`src/rtl/clkstop_pkg.sv`:
```
// Package: shared constants and types for the clock stop/wake controller.
// Assumes H1 and H3 each toggle once per input clock cycle when running.
package clkstop_pkg;

    // Instruction word that requests a clock halt.
    localparam logic [31:0] HALT_WORD = 32'h0600_0001;

    // Input clock cycles per H1 cycle (fixed by the toggle scheme).
    localparam int CLKS_PER_H1 = 2;

    // Controller states.
    typedef enum logic [1:0] {
        ST_RUN    = 2'd0,
        ST_STOP   = 2'd1,
        ST_RESUME = 2'd2,
        ST_IDLE   = 2'd3
    } clk_state_e;

endpackage

```
`src/rtl/clkstop_phase_gen.sv`:
```
// Module: clkstop_phase_gen
// Generates H1 and H3 as two separate flops that toggle together when
// toggle_en is high and hold otherwise. Reset puts H1 high and H3 low.
// Assumes toggle_en is the only control and the flops never disagree.
module clkstop_phase_gen (
    input  logic clk_i,
    input  logic rst_n,
    input  logic toggle_en,
    output logic h1_o,
    output logic h3_o
);

    logic h1_q;
    logic h3_q;

    // H1 phase flop: toggles when enabled.
    always_ff @(posedge clk_i) begin
        if (!rst_n)         h1_q <= 1'b1;
        else if (toggle_en) h1_q <= ~h1_q;
    end

    // H3 phase flop: toggles on the same enable, opposite reset level.
    always_ff @(posedge clk_i) begin
        if (!rst_n)         h3_q <= 1'b0;
        else if (toggle_en) h3_q <= ~h3_q;
    end

    assign h1_o = h1_q;
    assign h3_o = h3_q;

endmodule

```
`src/rtl/clkstop_wake_filter.sv`:
```
// Module: clkstop_wake_filter
// Synchronizes LINES active-low interrupts through two flops and counts,
// per line, consecutive low samples on the free-running clock. Raises
// qual_o on the sample that reaches MIN_CLKS and a registered rep_o pulse
// on the sample that reaches REP_CLKS. Assumes REP_CLKS > MIN_CLKS >= 1.
module clkstop_wake_filter #(
    parameter int LINES    = 4,
    parameter int MIN_CLKS = 4,
    parameter int REP_CLKS = 6
) (
    input  logic             clk_i,
    input  logic             rst_n,
    input  logic [LINES-1:0] int_n_i,
    output logic             qual_o,
    output logic             rep_o
);

    localparam int CW = $clog2(REP_CLKS + 1);
    localparam logic [CW-1:0] MIN_LAST = CW'(MIN_CLKS - 1);
    localparam logic [CW-1:0] REP_LAST = CW'(REP_CLKS - 1);
    localparam logic [CW-1:0] SAT_VAL  = CW'(REP_CLKS);

    logic [LINES-1:0] sync1_q;
    logic [LINES-1:0] sync2_q;
    logic [LINES-1:0] hit_min;
    logic [LINES-1:0] hit_rep;
    logic             rep_q;

    // Two-flop synchronizer for all lines; idle level is high.
    always_ff @(posedge clk_i) begin
        if (!rst_n) begin
            sync1_q <= '1;
            sync2_q <= '1;
        end else begin
            sync1_q <= int_n_i;
            sync2_q <= sync1_q;
        end
    end

    for (genvar g = 0; g < LINES; g++) begin : g_line
        logic [CW-1:0] run_q;

        // Saturating count of consecutive low samples on this line.
        always_ff @(posedge clk_i) begin
            if (!rst_n)               run_q <= '0;
            else if (sync2_q[g])      run_q <= '0;
            else if (run_q != SAT_VAL) run_q <= run_q + 1'b1;
        end

        assign hit_min[g] = !sync2_q[g] && (run_q == MIN_LAST);
        assign hit_rep[g] = !sync2_q[g] && (run_q == REP_LAST);
    end

    // Register the repeat pulse so it is one clean cycle.
    always_ff @(posedge clk_i) begin
        if (!rst_n) rep_q <= 1'b0;
        else        rep_q <= |hit_rep;
    end

    assign qual_o = |hit_min;
    assign rep_o  = rep_q;

endmodule

```
`src/rtl/clkstop_seq.sv`:
```
// Module: clkstop_seq
// Halt decode and stop/resume sequencer. Decides when the phase flops
// toggle: always while running or idling, once more while stopping if H1
// is low, and on the last resume cycle so the restart lands in the
// opposite phase. Assumes qual_i is a single-cycle qualification strobe.
module clkstop_seq
    import clkstop_pkg::*;
(
    input  logic        clk_i,
    input  logic        rst_n,
    input  logic        instr_valid_i,
    input  logic [31:0] instr_word_i,
    input  logic        emu_mode_i,
    input  logic        qual_i,
    input  logic        h1_i,
    output logic        toggle_en,
    output logic        halted_o,
    output logic        idle_o,
    output logic        wake_o
);

    localparam int WCW = (CLKS_PER_H1 > 1) ? $clog2(CLKS_PER_H1) : 1;
    localparam logic [WCW-1:0] W_LAST = WCW'(CLKS_PER_H1 - 1);

    clk_state_e     st_q;
    clk_state_e     st_d;
    logic [WCW-1:0] wait_q;
    logic           halt_hit;
    logic           resume_done;
    logic           wake_q;

    assign halt_hit    = instr_valid_i && (instr_word_i == HALT_WORD);
    assign resume_done = (st_q == ST_RESUME) && (wait_q == W_LAST);

    // Next-state selection for the stop/resume sequence.
    always_comb begin
        st_d = st_q;
        unique case (st_q)
            ST_RUN:    if (halt_hit) st_d = emu_mode_i ? ST_IDLE : ST_STOP;
            ST_STOP:   if (qual_i)   st_d = ST_RESUME;
            ST_RESUME: if (resume_done) st_d = ST_RUN;
            ST_IDLE:   if (qual_i)   st_d = ST_RUN;
            default:   st_d = ST_RUN;
        endcase
    end

    // State register.
    always_ff @(posedge clk_i) begin
        if (!rst_n) st_q <= ST_RUN;
        else        st_q <= st_d;
    end

    // One-H1-cycle restart delay counter.
    always_ff @(posedge clk_i) begin
        if (!rst_n)                 wait_q <= '0;
        else if (st_q != ST_RESUME) wait_q <= '0;
        else if (!resume_done)      wait_q <= wait_q + 1'b1;
    end

    // Wake pulse, aligned with the first cycle the core is released.
    always_ff @(posedge clk_i) begin
        if (!rst_n) wake_q <= 1'b0;
        else        wake_q <= resume_done || ((st_q == ST_IDLE) && qual_i);
    end

    // Phase toggle enable: run, idle, finish stopping high, restart edge.
    always_comb begin
        toggle_en = (st_q == ST_RUN) || (st_q == ST_IDLE) ||
                    ((st_q == ST_STOP) && !h1_i) || resume_done;
    end

    assign halted_o = (st_q == ST_STOP) || (st_q == ST_RESUME);
    assign idle_o   = (st_q == ST_IDLE);
    assign wake_o   = wake_q;

endmodule

```
`src/rtl/clkstop_bus_hold.sv`:
```
// Module: clkstop_bus_hold
// Quiets the external bus while halted: holds the last address captured
// while running, releases the data drivers and forces strobes inactive.
// Assumes halted_i comes from a register so the hold is glitch-free.
module clkstop_bus_hold #(
    parameter int AW = 24,
    parameter int SW = 4
) (
    input  logic          clk_i,
    input  logic          rst_n,
    input  logic          halted_i,
    input  logic [AW-1:0] addr_core_i,
    input  logic          data_oe_core_i,
    input  logic [SW-1:0] strb_n_core_i,
    output logic [AW-1:0] addr_o,
    output logic          data_oe_o,
    output logic [SW-1:0] strb_n_o
);

    logic [AW-1:0] addr_q;

    // Track the core address every running cycle; freeze while halted.
    always_ff @(posedge clk_i) begin
        if (!rst_n)         addr_q <= '0;
        else if (!halted_i) addr_q <= addr_core_i;
    end

    // Pad-side selection between live and quiet values.
    always_comb begin
        addr_o    = halted_i ? addr_q : addr_core_i;
        data_oe_o = data_oe_core_i && !halted_i;
        strb_n_o  = halted_i ? '1 : strb_n_core_i;
    end

endmodule

```
`src/rtl/clkstop_ctrl.sv`:
```
// Module: clkstop_ctrl (top)
// Two-phase clock stop and wake controller. Ties together the halt
// sequencer, the phase flops, the interrupt width filter and the bus
// quieting. Assumes clk_i never stops and the interrupts are asynchronous.
module clkstop_ctrl
    import clkstop_pkg::*;
#(
    parameter int AW       = 24,
    parameter int SW       = 4,
    parameter int MIN_H1   = 2,
    parameter int REP_H1   = 3
) (
    input  logic          clk_i,
    input  logic          rst_n,
    input  logic          instr_valid_i,
    input  logic [31:0]   instr_word_i,
    input  logic          emu_mode_i,
    input  logic [3:0]    int_n_i,
    input  logic [AW-1:0] addr_core_i,
    input  logic          data_oe_core_i,
    input  logic [SW-1:0] strb_n_core_i,
    output logic          h1_o,
    output logic          h3_o,
    output logic [AW-1:0] addr_o,
    output logic          data_oe_o,
    output logic [SW-1:0] strb_n_o,
    output logic          halted_o,
    output logic          idle_o,
    output logic          wake_o,
    output logic          rep_o
);

    localparam int MIN_CLKS = MIN_H1 * CLKS_PER_H1;
    localparam int REP_CLKS = REP_H1 * CLKS_PER_H1;

    logic toggle_en;
    logic qual;
    logic halted;

    clkstop_wake_filter #(
        .LINES    (4),
        .MIN_CLKS (MIN_CLKS),
        .REP_CLKS (REP_CLKS)
    ) u_filter (
        .clk_i   (clk_i),
        .rst_n   (rst_n),
        .int_n_i (int_n_i),
        .qual_o  (qual),
        .rep_o   (rep_o)
    );

    clkstop_seq u_seq (
        .clk_i         (clk_i),
        .rst_n         (rst_n),
        .instr_valid_i (instr_valid_i),
        .instr_word_i  (instr_word_i),
        .emu_mode_i    (emu_mode_i),
        .qual_i        (qual),
        .h1_i          (h1_o),
        .toggle_en     (toggle_en),
        .halted_o      (halted),
        .idle_o        (idle_o),
        .wake_o        (wake_o)
    );

    clkstop_phase_gen u_phase (
        .clk_i     (clk_i),
        .rst_n     (rst_n),
        .toggle_en (toggle_en),
        .h1_o      (h1_o),
        .h3_o      (h3_o)
    );

    clkstop_bus_hold #(
        .AW (AW),
        .SW (SW)
    ) u_bus (
        .clk_i          (clk_i),
        .rst_n          (rst_n),
        .halted_i       (halted),
        .addr_core_i    (addr_core_i),
        .data_oe_core_i (data_oe_core_i),
        .strb_n_core_i  (strb_n_core_i),
        .addr_o         (addr_o),
        .data_oe_o      (data_oe_o),
        .strb_n_o       (strb_n_o)
    );

    assign halted_o = halted;

endmodule

```
`config.mk`:
```
export PLATFORM = sky130hd
export DESIGN_NAME = clkstop_ctrl
export DESIGN_NICKNAME = d
export VERILOG_FILES = /design/src/rtl/clkstop_pkg.sv /design/src/rtl/clkstop_phase_gen.sv /design/src/rtl/clkstop_wake_filter.sv /design/src/rtl/clkstop_seq.sv /design/src/rtl/clkstop_bus_hold.sv /design/src/rtl/clkstop_ctrl.sv
export SDC_FILE = /design/constraint.sdc
export NUM_CORES = 1
export LEC_CHECK = 0
export ABC_AREA = 1
export BUFFER_PORTS_ARGS = -buffer_cell sky130_fd_sc_hd__buf_2
export CAP_MARGIN = 5
export CELL_PAD_IN_SITES_DETAIL_PLACEMENT = 0
export CELL_PAD_IN_SITES_GLOBAL_PLACEMENT = 1
export CORE_UTILIZATION = 33
export DETAILED_ROUTE_END_ITERATION = 7
export PLACE_DENSITY = 0.79
export SYNTH_ARGS = -nofsm -noshare
export SYNTH_HDL_FRONTEND = slang
export SYNTH_HIERARCHICAL = 1
export SYNTH_SLANG_ARGS = --single-unit
```
`constraint.sdc`:
```
create_clock -name clk_i -period 1.7 [get_ports clk_i]
set_input_delay 0.085 -clock clk_i [delete_from_list [all_inputs] [get_ports clk_i]]
set_output_delay 0.085 -clock clk_i [all_outputs]
set_load 0.01 [all_outputs]
```
# After elaboration in Yosys (flattened, before gate mapping)
# Cells that the tools add are included.
# W data, S select, Z words.
# totals
output_inout_bits	35
ff_bits	51
elab_cells	83
inputBits	69
# classes
addsub	5
reduce_logical	33
eq_ne	21
bitwise	3
muxes	8
# ops
cell	count
$eq A32 B27 Y1 const B	1
$mux W24	1
$logic_and A1 B1 Y1	13
$add A3 B1 Y3 const B	4
$eq A3 B2 Y1 const B	4
$eq A3 B3 Y1 const B	4
$ne A3 B3 Y1 const B	4
$mux W2	5
$reduce_or A2 Y1	5
$ne A2 B1 Y1 const B	4
$pmux W2 S4	1
$reduce_or A4 Y1	2
$logic_not A1 Y1	6
$logic_or A1 B1 Y1	5
$eq A2 B2 Y1 const B	2
$mux W4	1
$reduce_and A4 Y1	1
$not A1 Y1	3
$eq A2 B1 Y1 const B	1
$logic_not A2 Y1	1
$ne A2 B2 Y1 const B	1
$add A1 B1 Y1 const B	1

# Logic depth before layout (Yosys ltp)
# Gate-level depths: netlist of the first run.
# depth
ltp_word	5
mapped_depth	10
ltp_nobuf	10

# By module
# The synthesis of the first run kept the hierarchy.
# modules_own_cells
module	area_each_um2	seq_area_each_um2	cells_per_inst	n_inst
clkstop_bus_hold	1209.9	480.5	207	1
clkstop_wake_filter	960.9	420.4	107	1
clkstop_seq	382.9	80.1	65	1
clkstop_phase_gen	75.1	40.0	11	1

# Worst setup path before layout of the first run
# No wires, ideal clock.
# synth_timing
path_kind	register to output
start	register u_seq.st_q[0]
end	output port strb_n_o[0]
path_buffers	2
path_slack_ns	0.285
arrival_ns	1.330
required_time_ns	1.615
path_stages_with_launch	6
path_cell_list	dfxtp_1 > inv_1 > ha_1 > buf_6 > buf_6 > or2_1
# synth_via
elab_chain_cells	3
word_cells_on_any_way	4
cone_classes	2 x eq/ne; 1 x mux; 1 x reduce/logical
# synth_lines
element	line_no	source
from (decl)	clkstop_seq.sv:25	clk_state_e st_q;
from (signal assigned)	clkstop_seq.sv:50	else st_q <= st_d;
$eq A2 B1 Y1 / $eq A2 B2 Y1 (equally long branches)	clkstop_seq.sv:72	assign halted_o = (st_q == ST_STOP) || (st_q == ST_RESUME);
$logic_or A1 B1 Y1 (*)	clkstop_seq.sv:72	
named net halted_o	clkstop_ctrl.sv:27	output logic halted_o,
$mux W4 (*)	clkstop_bus_hold.sv:32	strb_n_o = halted_i ? '1 : strb_n_core_i;
to (decl)	clkstop_ctrl.sv:26	output logic [SW-1:0] strb_n_o,
# The timed path passes the listed nets; every way through them passes the cells marked *.

# Worst setup path after layout of the first run
# layout_timing
start	register u_seq.st_q[1]
end	output port addr_o[6]
# layout_via
elab_chain_cells	3
word_cells_on_any_way	4
cone_classes	2 x eq/ne; 1 x mux; 1 x reduce/logical
# layout_lines
element	line_no	source
$eq A2 B1 Y1 / $eq A2 B2 Y1 (equally long branches)	clkstop_seq.sv:72	
$logic_or A1 B1 Y1 (*)	clkstop_seq.sv:72	
$mux W24 (*)	--	
to (decl)	clkstop_ctrl.sv:24	output logic [AW-1:0] addr_o,
# Every way passes the cells marked *; elsewhere a longest branch is shown, timed or not.

==> metrics.md, run 1 <==
| Metric | Value |
|---|---|
| Status | finished clean |
| Final period util | 97.8% |
| Share of layout cells above drive strength 1 | 36.0% |
| Ports | 104 |
| NetSw | 0.00138 W |
| Met2 track demand over resource | 23.2% |
| Fmax achieved | 601 MHz |
| Die ar. | 8330 um2 |
| Setup Viol. Count Final | 0 |
| Busiest metal layer after global routing | met2 |
| DRT Pass-1 Iters | 4 |
| Flop pwr share | 35.0% |
| Fillcell total | 796 |
| Worst-path cell chain | inv_4 -> ha_4 -> clkbuf_16 -> nand2_2 -> nand2_2 -> inv_2 -> buf_6 |
| Vias in the first global route | 2132 |
| CP Class | register to output port |
| Drt drc | 0 |
| GRT Util Overall | 13.3% |
| Cell seen most often among critical-path stages | nand2_2 |
| RSZ-0062 raised after global routing | yes |
| Avg Cell Area, Syn | 6.74 um2 |
| Slew HR | 74.7% |
| Comb power frac | 45.6% |
| Mux share of post-synthesis cell area | 0% |
| Rows | 32 |
| Synthesized flop and latch total | 51 |
| Worst hold path type | input port to register |
| Routed WL | 5.90 mm |
| Setup ws final | 0.0370 ns |
| Root buf cell | clkbuf_8 |
| Post-synthesis compound-gate area fraction | 5.09% |
| Area delta synth->final | 41.5% |
| Cell depth of the worst hold path | 5 |
| Setup TNS | 0 ns |
| Port Buffers | 103 |
| Leak Pwr | 2.11 nW |
| Max Clock Skew | 0.00300 ns |
| CP peak stage delay | 0.39 ns |
| Antenna viol nets, final | 0 |
| MaxCap Viol Count | 0 |
| Post-Syn Nets | 479 |
| Clock Power Share | 19.4% |
| CP max-delay cell | dfxtp_4 |
| Core ar. | 7730 um2 |
| Actual slew at the worst max-slew pin | 0.378 ns |
| WL per Instance | 9.63 um |
| Clock Latency Late Sink | 0.29 ns |
| CTS tree | built |
| Power Density | 1050 nW/um2 |
| Ys Warns | 6 |
| Die H | 91.3 um |
| Met3 Use GR | 3.10% |
| Post-DP HPWL | 4.13 mm |
| Critical path's top delay family | buffers and inverters |
| Pre-CTS setup slack | 0.140 ns |
| Die X | 91.3 um |
| Drt initial violations | 81 |
| Final instance area | 3720 um2 |
| Hold Vio Cnt, Final | 0 |
| Sequential area share after synthesis | 38.8% |
| Final Power | 0.00389 W |
| Clock Path Buffers | 2 |
| GPL Wtd Cong | 0.735 |
| Largest family of logic cells by synthesized area | simple AND/OR/NAND/NOR gates |
| DR vias | 2552 |
| Post-Synth Simple-Gate Area | 28.9% |
| CTS Buf Count | 5 |
| Pin count of the biggest net entering global routing | 30 |
| Max VDD drop | 0.438 mV |
| Post-Synth XOR/XNOR Area | 0% |
| Crit start category | register |
| Routing usage on met1 | 16.0% |
| H-Tree Depth | 2 |
| Worst EP arrival | 1.58 ns |
| Starting Density | 34.0% |
| Mapped Area | 2630 um2 |
| Worst-path clk slew | 0.09 ns |
| Minimum clock period | 1.66 ns |
| Initial antenna violation count | 0 |
| Total grt overflow | 0 |
| N_diodes | 0 |
| Final nets | 599 |
| Adder-cell area share of the yosys netlist | 9.52% |
| CTS sink count | 51 |
| First-pass GRT wire length | 8.97 mm |
| Synth unique cells | 21 |
| Final Max Tran Viols | 0 |
| CP Depth | 7 |
| Int Pwr | 0.00251 W |
| Critical Path End Type | output port |
| Critical path peak fanout | 7 |
| Via density per instance | 4.16 |
| Mapped Cells | 390 |
| WP buf/inv | 4 |
| Sw frac | 35.5% |
| Worst EP required | 1.62 ns |
| Reg2reg path depth | 8 |
| Placed Area | 3230 um2 |
## worst min-delay path, cell delays in order
cell	delay (ns)
buf_2	0.07
inv_1	0.03
nand2_1	0.05
nand2_1	0.06
nor2_1	0.07
## worst paths after layout
kind | start | endpoint | slack (ns)
setup / recovery | u_seq/st_q[1] | addr_o[6] | 0.04
hold / removal | addr_core_i[4] | u_bus/addr_q[4] | 0.11
setup reg to reg | u_filter/g_line[2].run_q[0] | u_seq/st_q[0] | 0.15
hold reg to reg | u_filter/sync1_q[2] | u_filter/sync2_q[2] | 0.41
## routing by layer
metal	up-vias	wire length [um]	part of all wire (%)
met5	-	0	0
met4	0	42	0.71
met3	2	308	5.2
met2	74	2860	49
met1	1121	2690	46
li1	1355	-	-
## stage by stage
step / util [%] / cells / hold WS [ns]
CTS: 44.0 / 602 / 0.0921
floorplan: - / 390 / 0.170
global route: 48.1 / 613 / 0.110
detailed placement: 41.8 / 590 / 0.271
finish: 48.1 / 613 / 0.106
global placement: 41.8 / 590 / 0.269
## cells in the final DEF, fill, tap and decap left out, drive strengths merged
cell,instances
buf,114
inv,108
nand2,107
nor2,51
dfxtp,51
ha,20
or2,12
nand3,11
a21oi,11
clkbuf,10
dlygate4sd3,4
a211oi,4
nand4,4
o211ai,1
a21boi,1
o21a,1
o21ai,1
## final cells by class
type | count | area, um2 | share of cell area [%]
inverters | 108 | 415 | 11.2
flip-flops and latches | 51 | 1030 | 27.6
clock buffers | 8 | 100 | 2.69
well taps | 102 | 128 | 3.43
repair buffers | 120 | 742 | 19.9
multi-input cells | 224 | 1310 | 35.2
## synthesized netlist by cell type
cell | n | area (um2)
a211oi_2 | 4 | 50.1
a21boi_0 | 1 | 7.51
a21oi_1 | 11 | 55.1
buf_1 | 1 | 3.75
buf_2 | 2 | 10.0
buf_6 | 4 | 45.0
dfxtp_1 | 51 | 1020
ha_1 | 20 | 250
inv_1 | 106 | 398
inv_2 | 2 | 7.51
nand2_1 | 106 | 398
nand2_2 | 1 | 6.26
nand3_1 | 11 | 55.1
nand4_1 | 3 | 18.8
nand4_2 | 1 | 12.5
nor2_1 | 50 | 188
nor2_2 | 1 | 6.26
o211ai_1 | 1 | 7.51
o21a_2 | 1 | 8.76
o21ai_1 | 1 | 5.00
or2_1 | 12 | 75.1
## cell families after synthesis
kind of cell	Yosys count
AO/OA/AOI/OAI	19
adder cells (fa/ha/maj)	20
flip-flops	51
buffers and inverters	115
AND/OR/NAND/NOR	185
## sequential cells by signal (all words and copies together), names as in the netlist
register	count
u_bus/addr_q	24
u_filter/g_line.run_q	12
u_filter/sync1_q	4
u_filter/sync2_q	4
u_seq/st_q	2
u_filter/rep_o	1
u_phase/h1_o	1
u_phase/h3_o	1
u_seq/wait_q	1
u_seq/wake_o	1
## power by group through the flow
stage          clock, W  combinational, W  sequential [W]
6_report       0.000754           0.00177         0.00136
5_1_grt        0.000831           0.00196         0.00138
4_1_cts        0.000780           0.00127         0.00136
3_5_place_dp          0           0.00120         0.00139
3_3_place_gp          0           0.00119         0.00138
2_1_floorplan         0          0.000822         0.00138
## what timing repair did
item / CTS / global route
pin swaps: 0 / 25
gates resized for setup: 9 / 68
endpoints found under the hold margin: 4 / 0
buffers inserted: 0 / 8
setup endpoints to repair: 29 / 25
hold buffers: 4 / 0
cloned: 0 / 3
Power figures use the tool's default switching activity.
==> inputs of run 2 (changes only) <==
--- a/config.mk
+++ b/config.mk
@@ -10,9 +10,11 @@
 export CAP_MARGIN = 5
 export CELL_PAD_IN_SITES_DETAIL_PLACEMENT = 0
 export CELL_PAD_IN_SITES_GLOBAL_PLACEMENT = 1
+export CORE_ASPECT_RATIO = 0.9
 export CORE_UTILIZATION = 33
 export DETAILED_ROUTE_END_ITERATION = 7
 export PLACE_DENSITY = 0.79
+export RECOVER_POWER = 25
 export SYNTH_ARGS = -nofsm -noshare
 export SYNTH_HDL_FRONTEND = slang
 export SYNTH_HIERARCHICAL = 1
==> run 2 against run 1 <==
Net effect:
- die area is essentially flat
- sequential power about the same
- count of clock-buffer cells in the layout fell by 1
- critical path depth unchanged
- power fell by 9.7%
- register-to-register slack improved by 0.02 ns
- clock power down 4.4%
- critical endpoint is now addr_o[14]
- largest cell class unchanged
- highest routed layer unchanged
- wire length is 7.3% lower
- final cell count down 1.5%
- worst hold slack lost 0.014 ns
- critical path type unchanged
- utilization shrank 2.2 points
- via count fell by 4.4%
==> metrics.md, run 2 (synthesis results as in run 1) <==
| Metric | Value |
|---|---|
| Share of layout cells above drive strength 1 | 27.2% |
| Pin count of the biggest net entering global routing | 25 |
| Critical path's top delay family | buffers and inverters |
| MaxCap Viol Count | 0 |
| Minimum clock period | 1.64 ns |
| Wl on met1 | 2.64 mm |
| Setup Viol. Count Final | 0 |
| Vias in the first global route | 2041 |
| Setup TNS | 0 ns |
| Die X | 96.1 um |
| Hold Vio Cnt, Final | 0 |
| Root buf cell | clkbuf_8 |
| Core ar. | 7620 um2 |
| Reg2reg path depth | 7 |
| WP buf/inv | 4 |
| DRT Pass-1 Iters | 4 |
| N_diodes | 0 |
| Cell depth of the worst hold path | 5 |
| CP Class | register to output port |
| Leak Pwr | 2.03 nW |
| HP Start | addr_core_i[3] |
| Status | finished clean |
| GPL Wtd Cong | 0.747 |
| Cell seen most often among critical-path stages | nand2_1 |
| Reg2Reg Setup Slack | 0.17 ns |
| Clock Latency Late Sink | 0.30 ns |
| Die ar. | 8330 um2 |
| Final period util | 96.5% |
| Routed met3 length | 434 um |
| Largest regs | u_bus/addr_q x24, u_filter/g_line.run_q x12 |
| CTS tree | built |
| Met2 routed WL | 2.35 mm |
| WL per Instance | 9.06 um |
| Max VDD drop | 0.463 mV |
| Area delta synth->final | 33.3% |
| Highest routed layer | met4 |
| Most frequent cells in the layout | inv_1 (104), buf_2 (101), nand2_1 (101) |
| Power Density | 1000 nW/um2 |
| CP max-delay cell | ha_4 |
| RR Startpoint | u_filter/g_line[1].run_q[0] |
| Antenna viol nets, final | 0 |
| Pre-CTS setup slack | 0.0602 ns |
| Crit start category | register |
| Port Buffers | 103 |
| Critical path peak fanout | 8 |
| Worst hold path type | input port to register |
| DR vias | 2439 |
| Final nets | 596 |
| Worst Hold Endpoint | u_bus/addr_q[3] |
| GRT Util Overall | 12.8% |
| Worst EP required | 1.62 ns |
| CTS sink count | 51 |
| Max Clock Skew | 0.0145 ns |
| Critical R2R Capture | u_seq/st_q[1] |
| Biggest register | u_bus/addr_q |
| Worst-path clk slew | 0.09 ns |
| Commonest non-fill, non-tap cell in the layout | inv_1 |
| Rows | 30 |
| Setup ws final | 0.0592 ns |
| Critical Path End Type | output port |
| Clock Path Buffers | 2 |
| CP peak stage delay | 0.39 ns |
| RSZ-0062 raised after global routing | yes |
| Via density per instance | 4.04 |
| Largest register FFs | 24 |
| First-pass GRT wire length | 8.42 mm |
| Initial antenna violation count | 0 |
| CTS Buf Count | 5 |
| Slew HR | 77.3% |
| Ports | 104 |
| Total grt overflow | 0 |
| Post-DP HPWL | 4.10 mm |
| Drt initial violations | 66 |
| Starting Density | 34.5% |
| Fmax achieved | 609 MHz |
| Worst-path cell chain | inv_2 -> ha_4 -> clkbuf_16 -> nand2_1 -> nand2_1 -> inv_1 -> buf_2 |
| Final Max Tran Viols | 0 |
| H-Tree Depth | 2 |
| Worst EP arrival | 1.56 ns |
| Drt drc | 0 |
| Die H | 86.7 um |
| Routed WL | 5.47 mm |
| Actual slew at the worst max-slew pin | 0.339 ns |
-- run 2: area by class of cell --
type	count	area, um2
fillers	802	4120
multi-input cells	224	1170
inverters	108	413
repair buffers	117	683
flip-flops and latches	51	1020
well taps	96	120
clock buffers	7	86.3
clock inverters	1	8.76
-- run 2: repair_timing --
item                                   CTS  global route
buffers inserted                         0             5
pin swaps                                1             9
gates resized for setup                  9            10
cloned                                   0             2
setup endpoints to repair               29            26
endpoints found under the hold margin    4             0
hold buffers                             4             0
-- run 2: tightest hold or removal path: stages --
cell and delay (ns):
buf_2 0.09, inv_1 0.04, nand2_1 0.05, nand2_2 0.06
nor2_1 0.03
-- run 2: how the worst max path moves through the flow --
stage	startpoint	end	cells past startpoint
floorplan	u_seq/st_q[0]	strb_n_o[0]	5
global placement	u_seq/st_q[0]	addr_o[6]	7
detailed placement	u_seq/st_q[0]	addr_o[15]	7
CTS	u_seq/st_q[0]	addr_o[15]	7
global route	u_seq/st_q[1]	addr_o[5]	7
finish	u_seq/st_q[1]	addr_o[14]	7
-- run 2: power by group --
group          internal (W)  leakage [nW]  switching [W]
Sequential          0.00132         0.422      0.0000391
Clock              0.000334        0.0484       0.000387
Combinational      0.000646          1.56       0.000788
-- run 2: per-layer routing --
layer | GRT usage (%) | vias to the layer above
met2 | 21.5 | 78
met3 | 2.81 | 5
met5 | 0 | -
met4 | 4.07 | 0
met1 | 16.1 | 1003
li1 | - | 1353
-- run 2: metrics by stage --
stage | cells | total power, W | utilization (%) | hold slack [ns] | cell area, um2
floorplan | 390 | 0.00221 | - | 0.170 | 2630
global placement | 585 | 0.00259 | 42.4 | 0.263 | 3230
detailed placement | 585 | 0.00260 | 42.4 | 0.269 | 3230
CTS | 597 | 0.00341 | 44.5 | 0.0853 | 3390
global route | 604 | 0.00383 | 46.0 | 0.101 | 3500
finish | 604 | 0.00351 | 46.0 | 0.0915 | 3500
==> inputs of run 3 (changes only) <==
--- a/config.mk
+++ b/config.mk
@@ -10,7 +10,7 @@
 export CAP_MARGIN = 5
 export CELL_PAD_IN_SITES_DETAIL_PLACEMENT = 0
 export CELL_PAD_IN_SITES_GLOBAL_PLACEMENT = 1
-export CORE_ASPECT_RATIO = 0.9
+export CORE_ASPECT_RATIO = 1.5
 export CORE_UTILIZATION = 33
 export DETAILED_ROUTE_END_ITERATION = 7
 export PLACE_DENSITY = 0.79
==> run 3 against run 2 <==
Net effect:
- non-clock buffer count is 6 lower
- sequential share of layout area grew 0.16 points
- highest routed layer unchanged
- via count up 1.1%
- maximum frequency increased by 1.9%
- clock skew shrank 0.0087 ns
- final area shrank 0.29%
- flip-flop and latch count unchanged
==> metrics.md, run 3 (synthesis results as in run 1) <==
| Metric | Value |
|---|---|
| Status | finished clean |
| Reg2Reg Setup Slack | 0.22 ns |
| Port Buffers | 103 |
| RSZ-0062 raised after global routing | no |
| Fillcell total | 839 |
| Final Max Tran Viols | 0 |
| Biggest register | u_bus/addr_q |
| Critical R2R Capture | u_seq/st_q[1] |
| Antenna viol nets, final | 0 |
| Die ar. | 8330 um2 |
| Setup TNS | 0 ns |
| CTS tree | built |
| Fmax achieved | 621 MHz |
| Die X | 74.9 um |
| Drt initial violations | 65 |
| Worst hold path type | input port to register |
| Largest regs | u_bus/addr_q x24, u_filter/g_line.run_q x12 |
| Starting Density | 34.3% |
| Reg2reg path depth | 7 |
| RR Startpoint | u_filter/g_line[1].run_q[0] |
| CP Class | register to output port |
| DR vias | 2466 |
| Slew HR | 78.1% |
| Commonest non-fill, non-tap cell in the layout | nand2_1 |
| MaxCap Viol Count | 0 |
| Ports | 104 |
| Final nets | 590 |
| Final period util | 94.8% |
| Core ar. | 7660 um2 |
| DRT Pass-1 Iters | 4 |
| WP buf/inv | 4 |
| HP Start | addr_core_i[12] |
| Root buf cell | clkbuf_16 |
| Worst-path clk slew | 0.07 ns |
| Cell depth of the worst hold path | 5 |
| Routed WL | 5.51 mm |
| Worst EP arrival | 1.53 ns |
| Area delta synth->final | 32.9% |
| GPL Wtd Cong | 0.702 |
| CTS Buf Count | 5 |
| Cell seen most often among critical-path stages | nand2_1 |
| Critical path peak fanout | 9 |
| Worst EP required | 1.62 ns |
| Share of layout cells above drive strength 1 | 25.1% |
| H-Tree Depth | 2 |
| Storage cell area | 1030 um2 |
| CP peak stage delay | 0.36 ns |
| Setup Viol. Count Final | 0 |
| Via density per instance | 4.08 |
| Hold Vio Cnt, Final | 0 |
| Actual slew at the worst max-slew pin | 0.328 ns |
| Multi-input gate area | 1160 um2 |
| Max VDD drop | 0.545 mV |
| Worst setup path startpoint | u_seq/st_q[1] |
| GRT Util Overall | 13.8% |
| Worst Hold Endpoint | u_bus/addr_q[12] |
| Pin count of the biggest net entering global routing | 25 |
| Rows | 39 |
| Largest register FFs | 24 |
| Most frequent cells in the layout | nand2_1 (105), inv_1 (104), buf_2 (98) |
| Crit start category | register |
| Power Density | 1060 nW/um2 |
| Post-DP HPWL | 4.17 mm |
| CP max-delay cell | dfxtp_4 |
| Max Clock Skew | 0.00587 ns |
| Vias in the first global route | 2259 |
| N_diodes | 0 |
| Die H | 111 um |
| Worst-path cell chain | inv_2 -> ha_4 -> clkbuf_16 -> nand2_1 -> nand2_1 -> inv_1 -> buf_2 |
| Drt drc | 0 |
| Initial antenna violation count | 0 |
| Total grt overflow | 0 |
| Minimum clock period | 1.61 ns |
| Clock Latency Late Sink | 0.29 ns |
| First-pass GRT wire length | 9.23 mm |
| Clock Path Buffers | 2 |
| WL per Instance | 9.13 um |
| Critical path's top delay family | buffers and inverters |
| Placed Area | 3260 um2 |
| CTS sink count | 51 |
| Final instance area | 3490 um2 |
| Critical Path End Type | output port |
| Leak Pwr | 2.01 nW |
==> run 3: changes by cell type in the layout (fill, tap and decap cells not counted), sizes merged <==
| cell | delta |
|---|---|
| clkinvlp | +1 |
| clkbuf | +1 |
| buf | -8 |
==> run 3: power breakdown <==
part           internal, W  total (W)  switching, W
clock network     0.000588    0.00103      0.000442
registers          0.00132    0.00136     0.0000429
logic             0.000565    0.00132      0.000755
==> run 3: how the worst max path moves through the flow <==
stage          cells after the start  slack (ns)     endpoint
3_3_place_gp                       8        0.21    addr_o[8]
4_1_cts                            8       0.003    addr_o[8]
6_report                           7        0.09   addr_o[12]
2_1_floorplan                      5        0.28  strb_n_o[0]
3_5_place_dp                       8        0.20    addr_o[8]
5_1_grt                            7       0.004   addr_o[20]
==> run 3: metal layers <==
metal | vias to the layer above | wire length [um] | GRT usage, %
li1 | 1340 | - | -
met1 | 1066 | 2380 | 15.4
met2 | 54 | 2860 | 25.6
met3 | 6 | 199 | 2.18
met4 | 0 | 75 | 4.53
met5 | - | 0 | 0
==> run 3: final cells by class <==
cell class	instances	area share [%]
clock buffers	6	3.98
clock inverters	2	0.466
inverters	108	11.8
flip-flops and latches	51	29.4
repair buffers	111	17.6
well taps	102	3.65
multi-input cells	224	33.2
==> run 3: tightest hold or removal path: stages <==
cell,delay (ns)
buf_2,0.07
inv_1,0.03
nand2_1,0.05
nand2_1,0.06
nor2_1,0.07
==> run 3: metrics by stage <==
stage               cells  utilization [%]  total power (W)  hold WS (ns)  setup slack [ns]
CTS                   604             45.3          0.00374        0.0969           0.00334
detailed placement    592             42.5          0.00263         0.267             0.200
global route          604             45.6          0.00399         0.124           0.00397
global placement      592             42.5          0.00263         0.265             0.208
floorplan             390                -          0.00221         0.170             0.285
finish                604             45.6          0.00371         0.105            0.0891
==> run 3: timing repair <==
action / 4_1_cts / 5_1_grt
hold buffers: 4 / 0
setup buffers: 0 / 0
pin swaps: 0 / 1
gates cloned: 0 / 1
endpoints found under the hold margin: 4 / 0
gates resized for setup: 4 / 10
setup endpoints to repair: 22 / 28
